<file path="src/rtl/spim_pkg.sv">
package spim_pkg;

    // Sticky status held beside the receive buffer.
    typedef struct packed {
        logic ovr;
        logic fe;
    } spim_flags_t;

    // Returns 1 when the edge selected by second_edge is the one on which
    // the master changes its output for the given phase setting.
    function automatic logic drive_on_edge(input logic cpha, input logic second_edge);
        return cpha ? second_edge : ~second_edge;
    endfunction

endpackage

</file>
<file path="src/rtl/spim_tick.sv">
module spim_tick #(
    parameter int unsigned DIV_W = 8
) (
    input  logic             clk,
    input  logic             rst_n,
    input  logic             run,
    input  logic [DIV_W-1:0] half,
    output logic             tick
);
    localparam logic [DIV_W-1:0] ONE = DIV_W'(1);

    logic [DIV_W-1:0] cnt_d, cnt_q;
    logic [DIV_W-1:0] last;

    always_comb begin
        last  = (half == '0) ? '0 : half - ONE;
        tick  = run && (cnt_q == last);
        cnt_d = (!run || tick) ? '0 : cnt_q + ONE;
    end

    always_ff @(posedge clk or negedge rst_n) begin
        if (!rst_n) cnt_q <= '0;
        else        cnt_q <= cnt_d;
    end

    AST_TICK_SPACING: assert property (@(posedge clk) disable iff (!rst_n)
        tick && (last != '0) |=> !tick);

endmodule

</file>
<file path="src/rtl/spim_shift.sv">
module spim_shift #(
    parameter int unsigned BITS = 8
) (
    input  logic            clk,
    input  logic            rst_n,
    input  logic            start,
    input  logic            abort,
    input  logic            tick,
    input  logic            cpha,
    input  logic [BITS-1:0] tx_data,
    input  logic            miso,
    output logic            busy,
    output logic            tog,
    output logic            mosi,
    output logic            done,
    output logic [BITS-1:0] word
);
    import spim_pkg::*;

    localparam int unsigned EDGES = 2 * BITS;
    localparam int unsigned EW    = $clog2(EDGES);
    localparam logic [EW-1:0] LAST_EDGE = EW'(EDGES - 1);
    localparam logic [EW-1:0] E_ONE     = EW'(1);

    typedef struct packed {
        logic            busy;
        logic            tog;
        logic [EW-1:0]   edge_n;
        logic [BITS-1:0] txsh;
        logic [BITS-1:0] rxsh;
        logic            mosi;
        logic            done;
        logic [BITS-1:0] word;
    } eng_t;

    eng_t d, q;
    logic is_last;
    logic drive_now;

    always_comb begin
        d         = q;
        d.done    = 1'b0;
        is_last   = (q.edge_n == LAST_EDGE);
        drive_now = drive_on_edge(cpha, q.edge_n[0]);
        if (abort) begin
            d.busy   = 1'b0;
            d.tog    = 1'b0;
            d.edge_n = '0;
        end else if (start) begin
            d.busy   = 1'b1;
            d.tog    = 1'b0;
            d.edge_n = '0;
            d.rxsh   = '0;
            if (cpha) begin
                d.mosi = tx_data[BITS-1];
                d.txsh = {tx_data[BITS-2:0], 1'b0};
            end else begin
                d.txsh = tx_data;
            end
        end else if (q.busy && tick) begin
            d.tog    = ~q.tog;
            d.edge_n = q.edge_n + E_ONE;
            if (drive_now) begin
                if (!(cpha && is_last)) begin
                    d.mosi = q.txsh[BITS-1];
                    d.txsh = {q.txsh[BITS-2:0], 1'b0};
                end
            end else begin
                d.rxsh = {q.rxsh[BITS-2:0], miso};
            end
            if (is_last) begin
                d.busy   = 1'b0;
                d.done   = 1'b1;
                d.edge_n = '0;
                d.word   = drive_now ? q.rxsh : {q.rxsh[BITS-2:0], miso};
            end
        end
    end

    always_ff @(posedge clk or negedge rst_n) begin
        if (!rst_n) q <= '0;
        else        q <= d;
    end

    assign busy = q.busy;
    assign tog  = q.tog;
    assign mosi = q.mosi;
    assign done = q.done;
    assign word = q.word;

    logic [BITS-1:0] txsh_q;
    assign txsh_q = q.txsh;

    AST_LOAD_IGNORED: assert property (@(posedge clk) disable iff (!rst_n)
        busy && !tick && !abort |=> $stable(txsh_q));
    AST_CPHA_FIRST_BIT: assert property (@(posedge clk) disable iff (!rst_n)
        start && !abort && cpha |=> mosi == $past(tx_data[BITS-1]));
    AST_CPHA0_HOLD: assert property (@(posedge clk) disable iff (!rst_n)
        start && !abort && !cpha |=> mosi == $past(mosi));
    AST_DONE_ONE_CYCLE: assert property (@(posedge clk) disable iff (!rst_n)
        done |=> !done);

endmodule

</file>
<file path="src/rtl/spim_rxstat.sv">
module spim_rxstat #(
    parameter int unsigned BITS = 8
) (
    input  logic                  clk,
    input  logic                  rst_n,
    input  logic                  swrst,
    input  logic                  done,
    input  logic [BITS-1:0]       word,
    input  logic                  rd,
    input  logic [1:0]            clr,
    input  logic                  conflict,
    output logic [BITS-1:0]       data,
    output logic                  ready,
    output spim_pkg::spim_flags_t flags
);
    import spim_pkg::*;

    typedef struct packed {
        logic [BITS-1:0] data;
        logic            full;
        logic            ready;
        spim_flags_t     flags;
    } rxs_t;

    rxs_t d, q;

    always_comb begin
        d       = q;
        d.ready = done;
        if (swrst) begin
            d.full  = 1'b0;
            d.ready = 1'b0;
            d.flags = '0;
        end else begin
            if (clr[0]) d.flags.ovr = 1'b0;
            if (clr[1]) d.flags.fe  = 1'b0;
            if (rd) begin
                d.full      = 1'b0;
                d.flags.ovr = 1'b0;
            end
            if (done) begin
                d.data = word;
                d.full = 1'b1;
                if (q.full && !rd) d.flags.ovr = 1'b1;
            end
            if (conflict) d.flags.fe = 1'b1;
        end
    end

    always_ff @(posedge clk or negedge rst_n) begin
        if (!rst_n) q <= '0;
        else        q <= d;
    end

    assign data  = q.data;
    assign ready = q.ready;
    assign flags = q.flags;

    logic full_q;
    assign full_q = q.full;

    AST_OVR_SET: assert property (@(posedge clk) disable iff (!rst_n)
        done && full_q && !rd && !swrst |=> flags.ovr);
    AST_READ_CLEARS_OVR: assert property (@(posedge clk) disable iff (!rst_n)
        rd |=> !flags.ovr);
    AST_FE_STICKY: assert property (@(posedge clk) disable iff (!rst_n)
        flags.fe && !swrst && !clr[1] |=> flags.fe);
    AST_READY_PULSE: assert property (@(posedge clk) disable iff (!rst_n)
        ready |=> !ready);

endmodule

</file>
<file path="src/rtl/spi_sync_master.sv">
module spi_sync_master #(
    parameter int unsigned CHAR_BITS = 8,
    parameter int unsigned DIV_W     = 8
) (
    input  logic                 clk,
    input  logic                 rst_n,
    input  logic                 swrst,
    input  logic                 cfg_cpol,
    input  logic                 cfg_cpha,
    input  logic [DIV_W-1:0]     cfg_half,
    input  logic                 cfg_4pin,
    input  logic                 bus_grant,
    input  logic [CHAR_BITS-1:0] tx_data,
    input  logic                 tx_load,
    output logic                 tx_busy,
    output logic [CHAR_BITS-1:0] rx_data,
    input  logic                 rx_rd,
    output logic                 rx_ready,
    input  logic [1:0]           stat_clr,
    output logic                 ovr_flag,
    output logic                 frm_err,
    output logic                 sclk,
    output logic                 mosi,
    input  logic                 miso
);
    import spim_pkg::*;

    logic                 eng_busy, eng_tog, eng_done, tick;
    logic                 start, abort, conflict;
    logic [CHAR_BITS-1:0] eng_word;
    spim_flags_t          flags;

    assign conflict = cfg_4pin && !bus_grant && eng_busy;
    assign start    = tx_load && !eng_busy && !flags.fe && !swrst;
    assign abort    = swrst || conflict;

    spim_tick #(.DIV_W(DIV_W)) u_tick (
        .clk  (clk),
        .rst_n(rst_n),
        .run  (eng_busy),
        .half (cfg_half),
        .tick (tick)
    );

    spim_shift #(.BITS(CHAR_BITS)) u_shift (
        .clk    (clk),
        .rst_n  (rst_n),
        .start  (start),
        .abort  (abort),
        .tick   (tick),
        .cpha   (cfg_cpha),
        .tx_data(tx_data),
        .miso   (miso),
        .busy   (eng_busy),
        .tog    (eng_tog),
        .mosi   (mosi),
        .done   (eng_done),
        .word   (eng_word)
    );

    spim_rxstat #(.BITS(CHAR_BITS)) u_rxstat (
        .clk     (clk),
        .rst_n   (rst_n),
        .swrst   (swrst),
        .done    (eng_done),
        .word    (eng_word),
        .rd      (rx_rd),
        .clr     (stat_clr),
        .conflict(conflict),
        .data    (rx_data),
        .ready   (rx_ready),
        .flags   (flags)
    );

    assign tx_busy  = eng_busy;
    assign sclk     = cfg_cpol ^ eng_tog;
    assign ovr_flag = flags.ovr;
    assign frm_err  = flags.fe;

    AST_CONFLICT_HALT: assert property (@(posedge clk) disable iff (!rst_n)
        conflict && !swrst |=> !tx_busy && frm_err);
    AST_SWRST_IDLE: assert property (@(posedge clk) disable iff (!rst_n)
        swrst |=> !tx_busy && !ovr_flag && !frm_err);
    AST_IDLE_LEVEL: assert property (@(posedge clk) disable iff (!rst_n)
        !tx_busy |-> sclk == cfg_cpol);
    AST_GRANT_IGNORED: assert property (@(posedge clk) disable iff (!rst_n)
        !cfg_4pin && !frm_err |=> !frm_err);

endmodule

</file>
<file path="config.mk">
export PLATFORM = sky130hd
export DESIGN_NAME = spi_sync_master
export DESIGN_NICKNAME = d
export VERILOG_FILES = /design/src/rtl/spim_pkg.sv /design/src/rtl/spim_tick.sv /design/src/rtl/spim_shift.sv /design/src/rtl/spim_rxstat.sv /design/src/rtl/spi_sync_master.sv
export SDC_FILE = /design/constraint.sdc
export NUM_CORES = 1
export LEC_CHECK = 0
export BUFFER_PORTS_ARGS = -buffer_cell sky130_fd_sc_hd__buf_2
export CORE_MARGIN = 4
export CORE_UTILIZATION = 51
export DETAILED_ROUTE_END_ITERATION = 7
export GPL_TIMING_DRIVEN = 1
export PLACE_DENSITY = 0.75
export SLEW_MARGIN = 10
export SYNTH_ARGS = -nofsm -noshare
export SYNTH_HDL_FRONTEND = slang
export SYNTH_SLANG_ARGS = --single-unit
</file>
<file path="constraint.sdc">
create_clock -name clk -period 1.9 [get_ports clk]
set_input_delay 0.095 -clock clk [delete_from_list [all_inputs] [get_ports clk]]
set_output_delay 0.095 -clock clk [all_outputs]
set_load 0.1 [all_outputs]
</file>
## Yosys cells after proc, flatten, opt, wreduce, memory -nomap -nowiden

Index checks and enable logic that the tools add are counted.
Widths: inputs -> output; s select.

- Muxes and demuxes: 29
- Add/subtract/negate cells: 3
- Eq/ne operators: 4
- Bitwise gates (word level): 6
- Reduce and logical (&&, ||, !) cells: 29

Operators with widths:

| kind | count |
|---|---|
| $mux 8 | 6 |
| $mux 32 | 1 |
| $mux 9 | 3 |
| $mux 23 | 1 |
| $mux 1 | 15 |
| $reduce_bool 3->1 | 4 |
| $logic_and 1x1->1 | 9 |
| $add 8x1->8 const B | 1 |
| $eq 8x8->1 | 1 |
| $logic_not 8->1 | 1 |
| $reduce_and 4->1 | 2 |
| $sub 8x1->8 const B | 1 |
| $mux 6 | 1 |
| $reduce_and 2->1 | 3 |
| $logic_not 1->1 | 5 |
| $not 1->1 | 5 |
| $reduce_and 5->1 | 1 |
| $add 4x1->4 const B | 1 |
| $eq 4x4->1 const B | 1 |
| $mux 4 | 1 |
| $ne 2x2->1 const B | 2 |
| $reduce_bool 2->1 | 2 |
| $logic_or 1x1->1 | 2 |
| $mux 2 | 1 |
| $xor 1x1->1 | 1 |

- Output and inout bits: 14
- Register bits after elaboration: 52
- Bits of input ports: 28

## Longest topological paths before layout

- Depth in word-level cells: 8
- Gate-level depth with buffers: 10
- Mapped depth without buffers: 9

## Cells and area by module

From an unflattened synthesis, not the netlist that was laid out.

- Cells, all modules: 281
- Area total of the unflattened synthesis: 3074.2 µm²

Modules (own cells, without submodules):

| module | instances | cells each | area an instance (µm²) |
|---|---|---|---|
| spim_shift | 1 | 148 | 1737.9 |
| spim_tick | 1 | 98 | 815.8 |
| spim_rxstat | 1 | 31 | 488.0 |
| spi_sync_master | 1 | 4 | 32.5 |

## Worst setup path after synthesis

Ideal clock, no wire load.

- Path type: input -> register
- Start point: in cfg_half[3]
- End point: reg u_shift.q (netlist bit u_shift.txsh_q[1])
- Stages on the path: 9
- Arrival: 2.332 ns
- Path slack: -0.557 ns
- Cell sequence: buf_2 > or3_1 > or4_1 > a21boi_1 > o221ai_4 > nor2_4 > a41o_1 > buf_6 > mux2_4

- Word-level cells in the longest chain between the ends: 7
- Elaborated cells on any way between the ends: 8
- Classes of those cells: 1 x add/sub; 1 x eq/ne; 1 x mux; 5 x reduce/logical

Ends and longest elaborated chain:

| item | line | RTL |
|---|---|---|
| start, declared | spi_sync_master.sv:10 | `input logic [DIV_W-1:0] cfg_half,` |
| $sub 8x1->8 / $logic_not 8->1 (equally long branches) | spim_tick.sv:16 | `last = (half == '0) ? '0 : half - ONE;` |
| $mux 8 * | spim_tick.sv:16 |  |
| $eq 8x8->1 * | spim_tick.sv:17 | `tick = run && (cnt_q == last);` |
| $logic_and 1x1->1 * | spim_tick.sv:17 |  |
| $logic_and 1x1->1 * | spim_shift.sv:60 | `end else if (q.busy && tick) begin` |
| $reduce_bool 2->1 (no line) * | - |  |
| $reduce_and 4->1 (no line) * | - |  |
| end signal, assigned | spim_shift.sv:81 | `if (!rst_n) q <= '0;` |
| end signal, assigned | spim_shift.sv:82 | `else q <= d;` |
| end, declared | spim_shift.sv:36 | `eng_t d, q;` |

Every way passes the cells marked *; elsewhere a longest branch is shown, timed or not.
A chain may end at the register's enable or synchronous reset.

## Worst setup path in the final report

- Start point: in cfg_half[6]
- End point: reg u_shift.q (netlist bit u_shift.txsh_q[2])

The elaborated chain is that of the path after synthesis.

==> reports/metrics.yaml <==
dieArea_sq_um: 6950
core-area_sq_um: 5510
multi_input_area_sq_um: 1710
yosys.area.top_type_share_pct: 44.9
final_cell_area_sq_um: 3930
synth.area.mux_share_pct: 15.3
synth_ff_type: "dfrtp_1"
overflow: 0
portBuffers: 41
post-synth-top-area-cell: "dfrtp_1"
drtPass1Iterations: 4
clk_pin_slew_ns: 0.10
grt_max_degree: 34
cp_data_arrival_time_ns: 2.39
fin_ws_ns: -0.295
peakVddDrop_mv: 0.411
fin_util_pct: 71.3
finalMaxSlewViolations: 0
synthAdderAreaFrac_pct: 1.30
vias_per_cell: 5.73
ys_types: 55
timing.critical_path.slowest_cell_delay_ns: 0.52
worstPathRequired_ns: 2.10
wire_per_inst_um: 16.5
die_x_um: 83.4
syn_nets: 290
yosysWarningCount: 0
cp_slowest_cell: "or4_4"
crit_buf_inv: 2
dp_cells: 406
drc: 0
tightest_slew_ns: 0.509
cts_tree: "yes"
synthCells: 259
critPathMaxFanout: 4
syn_area_sq_um: 2900
cts_max_path_buffers: 2
hold_viol: 0
synth_top_family_by_area: "simple AND/OR/NAND/NOR gates"
die_h_um: 83.4
status: "complete, but fails checks"
crit_path_end_kind: "flop"
pre_cts_ws_ns: -0.632
synth_compound_area_share_pct: 13.2
syn2layout_area_growth_pct: 35.5
p_per_area_nw_per_um2: 618
synth_seq_cells: 52
violations: "negative setup slack"
synth_xor_area_share_pct: 5.01
post-synth-top-count-cell: "dfrtp_1"
crit_chain: "buf_6 > or4_4 > or4_4 > and3b_1 > o221ai_4 > nor2_4 > a41o_4 > clkbuf_16 > mux2_4"
root_buffer: "clkbuf_8"
num_vias: 2406
whs_ns: 0.0419
p_leak_nw: 1.88
hpwl_mm: 4.75
placed_area_sq_um: 3530
seq_area_sq_um: 1300
grt_pass1_wl_mm: 11.2
antenna_left: 0
finalNetCount: 378
gp_congestion: 0.836
cp_common_cell: "or4_4"
path_delay_family: "simple AND/OR/NAND/NOR gates"
max-cap-violations: 0
synth.avg_cell_area_sq_um: 11.2
rsz0062_at_grt: "yes"
yosys.area_share.simple_pct: 16.7
grtUsageTotal_pct: 19.4
max_slew_margin_pct: 66.0
numCtsBuffers: 5
start_kind: "input port"
async_flop_share_pct: 100
cts-htree-levels: 2
fin_crit_sh_pct: 116
n_fill_cell: 379
final_layout_size_suffix_gt1_share_pct: 47.1
period_minus_slack_ns: 2.20
pin_count: 42
cts.sink_count: 52
seq_area_frac_synth_pct: 44.9
synth_commonest_cells: "dfrtp_1, mux2_2, and3_1, nor2_1"
start_util_pct: 52.6
clkLatencyLatePin_ns: 0.31
path_class: "input port to flop"
grt_pass1_vias: 2442
antenna_found_initial: 0
finalNonFillerCells: 420
skew_ns: 0.00650
synthTopCellsByArea: "dfrtp_1, mux2_2, mux2_4"
max_freq_mhz: 456
hp-class: "input port to flop"
n_antenna_cell: 0
drtIter0Drc: 118
finalSetupViolCount: 38
synth_edf_count: 0
wl_mm: 6.94
rows: 27
final timing paths:
check | start | end | slack [ns] | cells after the start
max | cfg_half[6] | u_shift.txsh_q[2] | -0.30 | 9
min | stat_clr[1] | u_rxstat.flags[0] | 0.04 | 3
max reg2reg | u_tick.cnt_q[0] | u_shift.txsh_q[2] | -0.15 | 8
min reg2reg | u_rxstat.data[3] | u_rxstat.data[3] | 0.51 | 1
max in group asynchronous | rst_n | u_shift.busy | 1.04 | 3
min in group asynchronous | rst_n | u_tick.cnt_q[6] | 0.30 | 2
cell families after synthesis:
family	count (synthesis)
fa+ha+maj	3
flops	52
simple gates	81
xor+xnor	15
buf+inv	21
mux	38
compound gates	49
per-layer routing:
metal	global-route usage (%)	routed length, um
met1	25.0	3020
met2	33.4	3500
met3	4.07	270
met4	4.61	141
met5	0	0
worst register-to-register path: cells and delay by family (launching register included):
kind	cells	cell delay (ns)
AND/OR/NAND/NOR	3	0.53
flip-flops	1	0.40
buffers and inverters	1	0.14
AO/OA/AOI/OAI	2	0.42
XOR/XNOR	1	0.18
multiplexers	1	0.29
area by class of cell:
class	instances	share of cell area [%]
multi-input cells	186	43.5
well taps	72	2.29
clock buffers	6	1.85
clock inverters	2	0.988
repair buffers	92	17.3
inverters	10	0.956
flip-flops and latches	52	33.2
layout by cell type (no fill, tap or decap), drive strengths merged, types with 3 or more instances in the layout:
| master | instances |
|---|---|
| nand2 | 10 |
| and3 | 13 |
| dfrtp | 52 |
| o21ai | 7 |
| ha | 3 |
| a21oi | 7 |
| or3 | 3 |
| o21a | 3 |
| nor2 | 14 |
| nand2b | 3 |
| o2bb2ai | 8 |
| nand3b | 5 |
| nand3 | 10 |
| inv | 11 |
| mux2i | 9 |
| xnor2 | 9 |
| xor2 | 5 |
| mux2 | 29 |
| or4 | 3 |
| nor3 | 6 |
| a22o | 6 |
| nor2b | 3 |
| clkbuf | 7 |
| buf | 89 |
report_power, final:
| group | leakage (nW) | switching (mW) | internal (mW) | total [mW] |
|---|---|---|---|---|
| Combinational | 1.11 | 0.274 | 0.212 | 0.486 |
| Sequential | 0.718 | 0.0307 | 1.14 | 1.17 |
| Clock | 0.0558 | 0.373 | 0.398 | 0.772 |
| Total | 1.88 | 0.677 | 1.75 | 2.43 |
state kept, by name, summed over array words and instances, names as in the netlist:
name             cells
u_rxstat.data        8
u_rxstat.flags       2
u_rxstat.full_q      1
u_rxstat.ready       1
u_shift.busy         1
u_shift.done         1
u_shift.mosi         1
u_shift.q           12
u_shift.tog          1
u_shift.txsh_q       8
u_shift.word         8
u_tick.cnt_q         8
metrics by stage:
stage	TNS, ns	total power [mW]
floorplan	-13.76	1.44
global placement	-19.12	1.61
detailed placement	-21.20	1.62
CTS	-5.28	2.40
global route	-8.17	2.53
finish	-6.57	2.43
timing repair:
action                                  4_1_cts  5_1_grt
buffers inserted                              2        1
hold endpoints to repair                     20        0
pin swaps                                     4       13
cloned                                        0        1
hold buffers                                  2        0
gates resized for setup                      18       30
endpoints found under the setup margin       37       39
Note: power is estimated with default switching activity, not from simulation.
